--- src/rtl/bps_pkg.sv ---
package bps_pkg;
  typedef enum logic [1:0] {ST_IDLE, ST_LAT, ST_BURST, ST_HOLD} seq_st_t;

  // Clock count that fits inside a time limit at a given clock rate.
  function automatic int unsigned cycles_for_ns(int unsigned mhz, int unsigned ns);
    return (mhz * ns) / 1000;
  endfunction

  // Word address of beat k in a wrapping burst of length bl (power of two).
  function automatic logic [31:0] burst_addr(logic [31:0] base, logic [31:0] k,
                                             int unsigned bl);
    logic [31:0] m;
    m = bl - 1;
    return (base & ~m) | ((base + k) & m);
  endfunction
endpackage

--- src/rtl/bps_store.sv ---
module bps_store #(
  parameter int DW = 16,
  parameter int AW = 6
) (
  input  logic          clk,
  input  logic          pl_we,
  input  logic [AW-1:0] pl_addr,
  input  logic [DW-1:0] pl_wdata,
  input  logic [AW-1:0] rd_addr,
  output logic [DW-1:0] rd_data
);
  localparam int DEPTH = 1 << AW;

  logic [DW-1:0] mem [DEPTH];

  always_ff @(posedge clk) begin
    if (pl_we) mem[pl_addr] <= pl_wdata;
  end

  assign rd_data = mem[rd_addr];
endmodule

--- src/rtl/bps_seq.sv ---
module bps_seq
  import bps_pkg::*;
#(
  parameter int AW  = 6,
  parameter int LAT = 5,
  parameter int BL  = 4
) (
  input  logic          clk,
  input  logic          rst_n,
  input  logic          cs_n,
  input  logic          adv_n,
  input  logic [AW-1:0] addr,
  output logic          start_evt,
  output logic          rdy,
  output logic          data_valid,
  output logic          in_hold,
  output logic [AW-1:0] word_addr
);
  localparam int CNT_W = $clog2(LAT + BL);
  localparam int IDX_W = (BL > 1) ? $clog2(BL) : 1;
  localparam logic [CNT_W-1:0] C_LAT  = CNT_W'(LAT);
  localparam logic [CNT_W-1:0] C_RDY  = CNT_W'(LAT - 1);
  localparam logic [CNT_W-1:0] C_LAST = CNT_W'(LAT + BL - 1);

  seq_st_t          st;
  logic [CNT_W-1:0] cnt;
  logic [CNT_W-1:0] cnt_nxt;
  logic [AW-1:0]    base_q;
  logic             adv_used;
  logic [IDX_W-1:0] beat;

  // First edge of an address-valid low pulse, accepted only when free.
  assign start_evt  = ~cs_n & ~adv_n & ~adv_used &
                      ((st == ST_IDLE) || (st == ST_HOLD));
  assign cnt_nxt    = cnt + 1'b1;
  assign data_valid = (st == ST_BURST) || (st == ST_HOLD);
  assign in_hold    = (st == ST_HOLD);
  assign rdy        = data_valid || ((st == ST_LAT) && (cnt >= C_RDY));
  assign beat       = IDX_W'(cnt - C_LAT);
  assign word_addr  = AW'(burst_addr(32'(base_q), 32'(beat), BL));

  always_ff @(posedge clk) begin
    if (!rst_n) begin
      st       <= ST_IDLE;
      cnt      <= '0;
      base_q   <= '0;
      adv_used <= 1'b0;
    end else begin
      adv_used <= ~adv_n & ~cs_n;
      if (cs_n) begin
        st  <= ST_IDLE;
        cnt <= '0;
      end else if (start_evt) begin
        st     <= ST_LAT;
        cnt    <= '0;
        base_q <= addr;
      end else begin
        unique case (st)
          ST_LAT: begin
            cnt <= cnt_nxt;
            if (cnt_nxt == C_LAT) st <= (C_LAT == C_LAST) ? ST_HOLD : ST_BURST;
          end
          ST_BURST: begin
            cnt <= cnt_nxt;
            if (cnt_nxt == C_LAST) st <= ST_HOLD;
          end
          default: ;
        endcase
      end
    end
  end
endmodule

--- src/rtl/bps_lanes.sv ---
module bps_lanes #(
  parameter int LANES = 2
) (
  input  logic             clk,
  input  logic             rst_n,
  input  logic             cs_n,
  input  logic             oe_n,
  input  logic [LANES-1:0] be_n,
  input  logic             data_valid,
  output logic [LANES-1:0] lane_oe
);
  for (genvar g = 0; g < LANES; g++) begin : g_lane
    logic setup_q;

    always_ff @(posedge clk) begin
      if (!rst_n) setup_q <= 1'b0;
      else        setup_q <= ~oe_n & ~be_n[g];
    end

    assign lane_oe[g] = data_valid & ~cs_n & ~oe_n & ~be_n[g] & setup_q;
  end
endmodule

--- src/rtl/bps_tmo.sv ---
module bps_tmo #(
  parameter int unsigned LIMIT = 125
) (
  input  logic clk,
  input  logic rst_n,
  input  logic cs_n,
  output logic tmo_err
);
  localparam int TW = $clog2(LIMIT + 2);
  localparam logic [TW-1:0] C_LIM = TW'(LIMIT);

  logic [TW-1:0] cnt;

  always_ff @(posedge clk) begin
    if (!rst_n || cs_n) cnt <= '0;
    else if (cnt <= C_LIM) cnt <= cnt + 1'b1;
  end

  assign tmo_err = ~cs_n & (cnt > C_LIM);
endmodule

--- src/rtl/bpsram_rd_responder.sv ---
module bpsram_rd_responder
  import bps_pkg::*;
#(
  parameter int          DW      = 16,
  parameter int          AW      = 6,
  parameter int          LAT     = 5,
  parameter int          BL      = 4,
  parameter int unsigned CLK_MHZ = 50,
  parameter int unsigned MAX_NS  = 2500
) (
  input  logic             clk,
  input  logic             rst_n,
  input  logic             cs_n,
  input  logic             adv_n,
  input  logic             oe_n,
  input  logic [DW/8-1:0]  be_n,
  input  logic [AW-1:0]    addr,
  input  logic             pl_we,
  input  logic [AW-1:0]    pl_addr,
  input  logic [DW-1:0]    pl_wdata,
  output logic [DW-1:0]    dq_o,
  output logic [DW/8-1:0]  dq_oe,
  output logic             wait_o,
  output logic             wait_oe,
  output logic             tmo_err
);
  localparam int          LANES   = DW / 8;
  localparam int unsigned TMO_CYC = cycles_for_ns(CLK_MHZ, MAX_NS);

  logic          start_evt;
  logic          rdy;
  logic          data_valid;
  logic          in_hold;
  logic [AW-1:0] word_addr;

  bps_seq #(.AW(AW), .LAT(LAT), .BL(BL)) u_seq (
    .clk        (clk),
    .rst_n      (rst_n),
    .cs_n       (cs_n),
    .adv_n      (adv_n),
    .addr       (addr),
    .start_evt  (start_evt),
    .rdy        (rdy),
    .data_valid (data_valid),
    .in_hold    (in_hold),
    .word_addr  (word_addr)
  );

  bps_store #(.DW(DW), .AW(AW)) u_store (
    .clk      (clk),
    .pl_we    (pl_we),
    .pl_addr  (pl_addr),
    .pl_wdata (pl_wdata),
    .rd_addr  (word_addr),
    .rd_data  (dq_o)
  );

  bps_lanes #(.LANES(LANES)) u_lanes (
    .clk        (clk),
    .rst_n      (rst_n),
    .cs_n       (cs_n),
    .oe_n       (oe_n),
    .be_n       (be_n),
    .data_valid (data_valid),
    .lane_oe    (dq_oe)
  );

  bps_tmo #(.LIMIT(TMO_CYC)) u_tmo (
    .clk     (clk),
    .rst_n   (rst_n),
    .cs_n    (cs_n),
    .tmo_err (tmo_err)
  );

  assign wait_oe = ~cs_n;
  assign wait_o  = rdy & ~cs_n;
endmodule

--- config.mk ---
export PLATFORM = sky130hd
export DESIGN_NAME = bpsram_rd_responder
export DESIGN_NICKNAME = d
export VERILOG_FILES = /design/src/rtl/bps_pkg.sv /design/src/rtl/bps_store.sv /design/src/rtl/bps_seq.sv /design/src/rtl/bps_lanes.sv /design/src/rtl/bps_tmo.sv /design/src/rtl/bpsram_rd_responder.sv
export SDC_FILE = /design/constraint.sdc
export NUM_CORES = 1
export LEC_CHECK = 0
export BUFFER_PORTS_ARGS = -buffer_cell sky130_fd_sc_hd__clkbuf_2
export CAP_MARGIN = 25
export CORE_ASPECT_RATIO = 0.7
export CORE_MARGIN = 8
export CORE_UTILIZATION = 50
export DETAILED_ROUTE_END_ITERATION = 8
export GPL_TIMING_DRIVEN = 1
export PLACE_DENSITY = 0.68
export REMOVE_ABC_BUFFERS = 1
export SLEW_MARGIN = 20
export SYNTH_ARGS = -nofsm -noshare
export SYNTH_HDL_FRONTEND = slang
export SYNTH_SLANG_ARGS = --single-unit
--- constraint.sdc ---
create_clock -name clk -period 3.52 [get_ports clk]
set_input_delay 1.056 -clock clk [delete_from_list [all_inputs] [get_ports clk]]
set_output_delay 1.056 -clock clk [all_outputs]
set_load 0.05 [all_outputs]
==> summary.md, run 1 <==
| Metric | Value |
|---|---|
| Run status | complete, but fails checks |
| Failing checks | negative setup slack |
| Vias in the first global route | 26119 |
| Max Cap Viol | 0 |
| DRC Markers | 0 |
| Routing usage on met2 | 38.4% |
| Syn-to-layout area delta | 22.4% |
| CTS buffer count | 96 |
| Yosys top cell by area | edfxtp_1 |
| Max-slew violation count | 0 |
| Largest net degree at the start of global routing | 65 |
| Mux cell area share after synthesis | 9.80% |
| Gr ovfl total | 0 |
| Worst skew pair latency | 670 ps |
| Starting density of the core | 50.2% |
| Final ANT Viol Nets | 0 |
| Ranking of synthesized cells by area | edfxtp_1, mux4_2, nand2_1 |
| Worst Reg2Reg Path Length in Cells | 8 |
| GRT Util Overall | 27.5% |
| RePlAce Congestion | 1.01 |
| Fmax | 206 MHz |
| Placed Cells | 4007 |
| Avg WL per Cell | 31.1 um |
| Nets | 3051 |
| Initial antenna violation count | 8 |
| Fin. Hold Viols | 0 |
| Worst EP required | 2460 ps |
| Power Total | 27.0 mW |
| CTS sink count | 1046 |
| Post-Synthesis Cells | 2563 |
| GRT met1 Usage | 40.4% |
| Unique masters post-synth | 68 |
| Port-buffer cells | 56 |
| Cell Count, Final, Fillers Out | 4225 |
| CTS HTree Levels | 3 |
| Busiest grt layer | met1 |
| Core ar. | 83700 sq um |
| Finished Core Util | 61.4% |
| Post-synth top area share | 73.2% |
| Kind of critical path | reg -> out |
| Avg Vias per Cell | 6.33 |
| Starting DRT DRC Count | 4623 |
| Largest family of logic cells by synthesized area | multiplexers |
| Top FF cell, synth | edfxtp_1 |
| CTS tree | done |
| CTS root buffer | clkbuf_16 |
| Crit Path Max Fanout | 28 |
| Final setup margin | -1350 ps |
| Number of synthesized flops with an enable pin | 1024 |
| Post-synthesis xor/xnor area fraction | 0.411% |
| Slew margin rel. | 39.5% |
| Final WL | 131 mm |
| HPWL after DPL | 84.8 mm |
| Final Cycle Share | 138% |
| Vias | 26740 |
| Layout cell share with drive strength beyond 1 | 29.5% |
| Placed cell areas | 46700 sq um |
| PwrDens | 525 nW/um^2 |
| Final instance area | 51400 sq um |
| Die Y | 259 um |
| Max VDD drop | 0.419 mV |
| Global-route wire length before repair | 187 mm |
| RSZ-0062 raised after global routing | true |
| Slew of the pin with the lowest slew margin | 907 ps |
| Die area | 93700 sq um |
| Asr flop ratio synth | 0% |
| Syn_area_per_cell | 16.4 sq um |
| Post-synthesis sequential area ratio | 74.2% |
| Final worst path period need | 4870 ps |
| Synth Area in Compound Gates | 4.73% |
| Clk pin slew, worst setup/hold paths | 60 ps |
| WP data arrival | 3810 ps |
| Post-synthesis register bit count | 1046 |
| Count of final setup violators | 16 |
| GR Util met3 | 10.2% |
| Hold path cells | 2 |
| Synth Cell Area | 42000 sq um |
| Top Ports | 57 |
| Crit. End Element | primary output |
| DIE WIDTH | 363 um |
| HP Class | reg -> reg |
| Worst clock skew | 14.3 ps |
| Synth Area in Adders | 0.238% |
| Warnings from Yosys | 0 |
| CP Launch Type | flop |
| Simple-gate area share of the yosys netlist | 8.80% |
| Clk buf depth | 3 |
| Filler Cell Count | 6071 |
| Num rows | 89 |
| Drt pass-1 iters | 8 |
| Leak Pwr | 17.4 nW |
==> registers in the layout, indices dropped and copies added, names as in the netlist <==
register	flops
u_lanes.g_lane.setup_q	2
u_seq.adv_used	1
u_seq.base_q	6
u_seq.cnt	4
u_seq.st	2
u_store.mem	1024
u_tmo.cnt	7
==> critical path: stages (launching register included) <==
cell and delay, ps:
dfxtp_2 320, inv_2 70, ha_4 150, xor3_4 370
buf_12 200, mux2i_1 150, a32o_2 290, a31oi_4 220
buf_6 150, nand4_1 440, nor4_2 420, buf_4 190
buf_12 130
==> cells in the final DEF (no fill, tap or decap), drive strengths merged, types with 22 or more instances in the layout <==
| master | n |
|---|---|
| a31oi | 49 |
| nor2b | 24 |
| nor4 | 22 |
| mux2i | 121 |
| clkbuf | 162 |
| nand3 | 139 |
| nand4 | 35 |
| o21ai | 36 |
| mux4 | 124 |
| dfxtp | 22 |
| clkinv | 42 |
| buf | 444 |
| edfxtp | 1024 |
| a221oi | 27 |
| nor2 | 131 |
| nand2 | 384 |
| a21oi | 29 |
==> kinds of logic after synthesis <==
family | Yosys count
AOI/OAI and AO/OA | 273
xor gates and xnor gates | 14
adders and majority gates | 8
buffers and inverters | 151
DFF | 1046
muxes | 255
and+or+nand+nor | 816
==> power breakdown <==
part | switching, mW | leakage [nW] | internal (mW)
combinational | 1.65 | 6.55 | 1.16
sequential | 0.0352 | 9.39 | 13.8
clock | 4.58 | 1.50 | 5.81
==> path summary, 6_finish.rpt <==
path | start | endpoint | slack (ps)
hold / removal | u_tmo.cnt[3] | u_tmo.cnt[3] | 560
hold reg to reg | u_tmo.cnt[3] | u_tmo.cnt[3] | 560
setup reg to reg | u_seq.cnt[1] | u_seq.st[0] | 1420
setup / recovery | u_seq.base_q[0] | dq_o[8] | -1350
==> cell type report <==
class                   instances  area [sq um]  share of cell area (%)
inverters                      10          37.5                  0.0730
repair buffers                487          4680                    9.09
clock inverters                57           510                   0.992
flip-flops and latches       1046         31200                    60.6
clock buffers                 120          2560                    4.97
well taps                    1137          1420                    2.77
diodes                          2          5.00                 0.00973
multi-input cells            1366         11000                    21.5
==> cells in the mapped netlist (13+ instances only) <==
master and count:
a21oi_1 29, a221oi_1 27, a22oi_1 21, a31oi_1 49
and3_1 19, buf_1 17, buf_2 55, buf_4 16
clkbuf_1 46, dfxtp_1 22, edfxtp_1 1024, mux2i_1 121
mux4_2 123, nand2_1 384, nand2b_1 14, nand3_1 139
nand4_1 35, nor2_1 130, nor2b_1 24, nor3_1 19
nor4_1 13, o21ai_0 36, o221ai_1 13
==> routing by layer <==
layer / part of all wire (%) / wire length, um / vias up
li1: - / - / 11036
met1: 40 / 52600 / 13650
met2: 42 / 55000 / 1800
met3: 15 / 19800 / 242
met4: 3.0 / 3890 / 12
met5: 0.10 / 135 / -
==> what timing repair did <==
item,in CTS,in global routing
hold buffers,0,0
endpoints found under the setup margin,16,17
cloned,6,2
resized for setup,150,118
pin swaps,50,49
buffers inserted,28,17
==> through the flow <==
| stage | setup TNS, ps | hold slack [ps] | worst slack (ps) |
|---|---|---|---|
| final | -18020 | 557 | -1350 |
| after global routing | -19110 | 537 | -1410 |
| after CTS | -16670 | 531 | -1210 |
| after detailed placement | -8910 | 534 | -790 |
| after global placement | -9060 | 509 | -1110 |
| after floorplan | -102920 | 486 | -6680 |
(Power assumes the default switching activity.)
==> inputs of run 2 (changes only) <==
==> constraint.sdc (replaced) <==
create_clock -name clk -period 4.1 [get_ports clk]
set_input_delay 1.23 -clock clk [delete_from_list [all_inputs] [get_ports clk]]
set_output_delay 1.23 -clock clk [all_outputs]
set_load 0.05 [all_outputs]
==> summary.md, run 2 (same netlist as run 1, synthesis figures left out) <==
| Metric | Value |
|---|---|
| Run status | complete, but fails checks |
| Failing checks | negative setup slack |
| Final setup margin | -903 ps (+443 ps) |
| DRC Markers | 0 (unchanged) |
| Leak Pwr | 17.4 nW (-0.21%) |
| Starting DRT DRC Count | 4339 (-6.1%) |
| Port-buffer cells | 56 (unchanged) |
| Clk buf depth | 3 (unchanged) |
| Max-slew violation count | 0 (unchanged) |
| Largest regs | u_store.mem: 1024 flops, u_tmo.cnt: 7 flops, u_seq.base_q: 6 flops |
| Final ANT Viol Nets | 0 (unchanged) |
| Worst skew pair latency | 670 ps (about the same) |
| RSZ-0062 raised after global routing | true |
| Met3 Wirelength | 18.0 mm (-8.8%) |
| Largest register FFs | 1024 (unchanged) |
| R2r endpoint | u_seq.st[0] |
| PwrDens | 458 nW/um^2 (-13%) |
| Fmax | 200 MHz |
| Worst EP required | 2870 ps (+410 ps) |
| Vias | 26573 (-0.62%) |
| CTS sink count | 1046 (unchanged) |
| Worst reg2reg setup slack | 2150 ps (+730 ps) |
| Final Cycle Share | 122% |
| Num rows | 89 (unchanged) |
| HP Class | reg -> reg |
| Count of final setup violators | 16 (unchanged) |
| CP Launch Type | flop |
| Max Cap Viol | 0 (unchanged) |
| Clk pin slew, worst setup/hold paths | 70 ps (about the same) |
| Syn-to-layout area delta | 21.9% |
| Nets | 3018 (-1.1%) |
| Final WL | 131 mm (-0.41%) |
| Setup TNS | -11470 ps (+6540 ps) |
| Avg WL per Cell | 31.2 um (+0.38%) |
| Core ar. | 83700 sq um (unchanged) |
| Avg Vias per Cell | 6.34 (+0.16%) |
| Worst clock skew | 5.43 ps (-8.87 ps) |
| DR top layer | met5 |
| Commonest non-fill, non-tap cell in the layout | edfxtp_1 |
| Top Ports | 57 (unchanged) |
| Largest net degree at the start of global routing | 65 (unchanged) |
| RePlAce Congestion | 0.959 (-4.9%) |
| Hold Path End | u_seq.base_q[0] |
| Gr ovfl total | 0 (unchanged) |
| CTS HTree Levels | 3 (unchanged) |
| Filler Cell Count | 6083 (+0.20%) |
| Drt pass-1 iters | 8 (unchanged) |
| Area of the multi-input gates | 10900 sq um (-1.0%) |
| DIE WIDTH | 363 um (unchanged) |
| HPWL after DPL | 83.2 mm (-2.0%) |
| Cts hold-fix bufs | 0 (unchanged) |
| Final worst path period need | 5000 ps |
| Slew of the pin with the lowest slew margin | 961 ps (+53.8 ps) |
| Finished Core Util | 61.2% (-0.26 points) |
| Met2 Routed Length | 54.9 mm (-0.19%) |
| Starting density of the core | 50.2% (unchanged) |
| Hold_ws | 553 ps (-3.54 ps) |
| Kind of critical path | reg -> out |
| Global-route wire length before repair | 183 mm (-2.0%) |
| WP data arrival | 3770 ps (-40 ps) |
| Die area | 93700 sq um (unchanged) |
| Largest reg by FF count | u_store.mem |
| Met1 WL | 54.1 mm (+2.9%) |
| CTS tree | done |
| Origin of the critical flop-to-flop path | u_seq.cnt[1] |
| Initial antenna violation count | 11 (+3) |
| Max VDD drop | 0.385 mV (-8.1%) |
| Crit. End Element | primary output |
| Crit Path Max Fanout | 27 (-3.6%) |
| Vias in the first global route | 25278 (-3.2%) |
| Most frequent cells in the layout | edfxtp_1, nand2_1, buf_4, nand3_1, mux4_2 |
| Die Y | 259 um (unchanged) |
| Worst Reg2Reg Path Length in Cells | 8 (unchanged) |
| Slew margin rel. | 36.0% (-3.6 points) |
| GRT Util Overall | 27.1% (-0.41 points) |
| Fin. Hold Viols | 0 (unchanged) |
| Min-delay src | u_seq.base_q[0] |
| CTS root buffer | clkbuf_16 |
| Hold path cells | 2 (unchanged) |
| Sequential cell area | 31200 sq um (about the same) |
| Layout cell share with drive strength beyond 1 | 28.0% (-1.4 points) |
| CTS buffer count | 95 (-1.0%) |
## run 2: repair_timing
action                     CTS  global route
resized for setup          120           103
cloned                       6             4
pin swaps                   21            34
setup buffers               21            29
setup endpoints to repair   16            16
## run 2: worst max-delay path: stages (launching register included)
cell	delay, ps
dfxtp_2	320
inv_2	80
ha_4	150
xor3_4	410
buf_12	210
mux4_2	490
nor2_1	110
buf_4	150
a31oi_1	210
nand4_1	280
nor4_4	290
buf_4	200
buf_12	130
## run 2: layout make-up
cell class	instances	share of cell area (%)
clock buffers	107	4.81
repair buffers	455	8.72
multi-input cells	1366	21.3
flip-flops and latches	1046	60.9
diodes	3	0.0147
inverters	10	0.0806
clock inverters	68	1.37
well taps	1137	2.78
## run 2: where the power goes
group          internal [mW]  switching, mW  total, mW
registers               11.8         0.0290       11.8
logic                  0.995           1.41       2.41
clock network           5.26           3.96       9.21
total                   18.1           5.40       23.5
## run 2: routing by layer
layer	up-vias	track usage [%]
met5	-	0
met4	16	7.05
met3	223	8.78
met2	1811	37.9
met1	13545	41.0
li1	10978	-
## run 2: how the worst max path moves through the flow
stage            startpoint       end  slack, ps  cells past startpoint
2_1_floorplan  u_seq.cnt[0]  dq_o[13]      -6270                      8
3_3_place_gp   u_seq.cnt[0]   dq_o[9]       -580                     11
3_5_place_dp   u_seq.cnt[0]   dq_o[9]       -700                     11
4_1_cts        u_seq.cnt[0]  dq_o[10]       -840                     13
5_1_grt        u_seq.cnt[0]   dq_o[8]      -1020                     13
6_report       u_seq.cnt[0]   dq_o[8]       -900                     12
## run 2: through the flow
step | power, mW | setup slack (ps) | cell area (sq um) | cells
finish | 23.5 | -903 | 51200 | 4192
CTS | 23.3 | -840 | 50400 | 4157
floorplan | 13.1 | -6270 | 41300 | 2422
global route | 24.0 | -1020 | 51200 | 4190
detailed placement | 14.1 | -698 | 46300 | 3958
global placement | 14.0 | -579 | 46200 | 3956
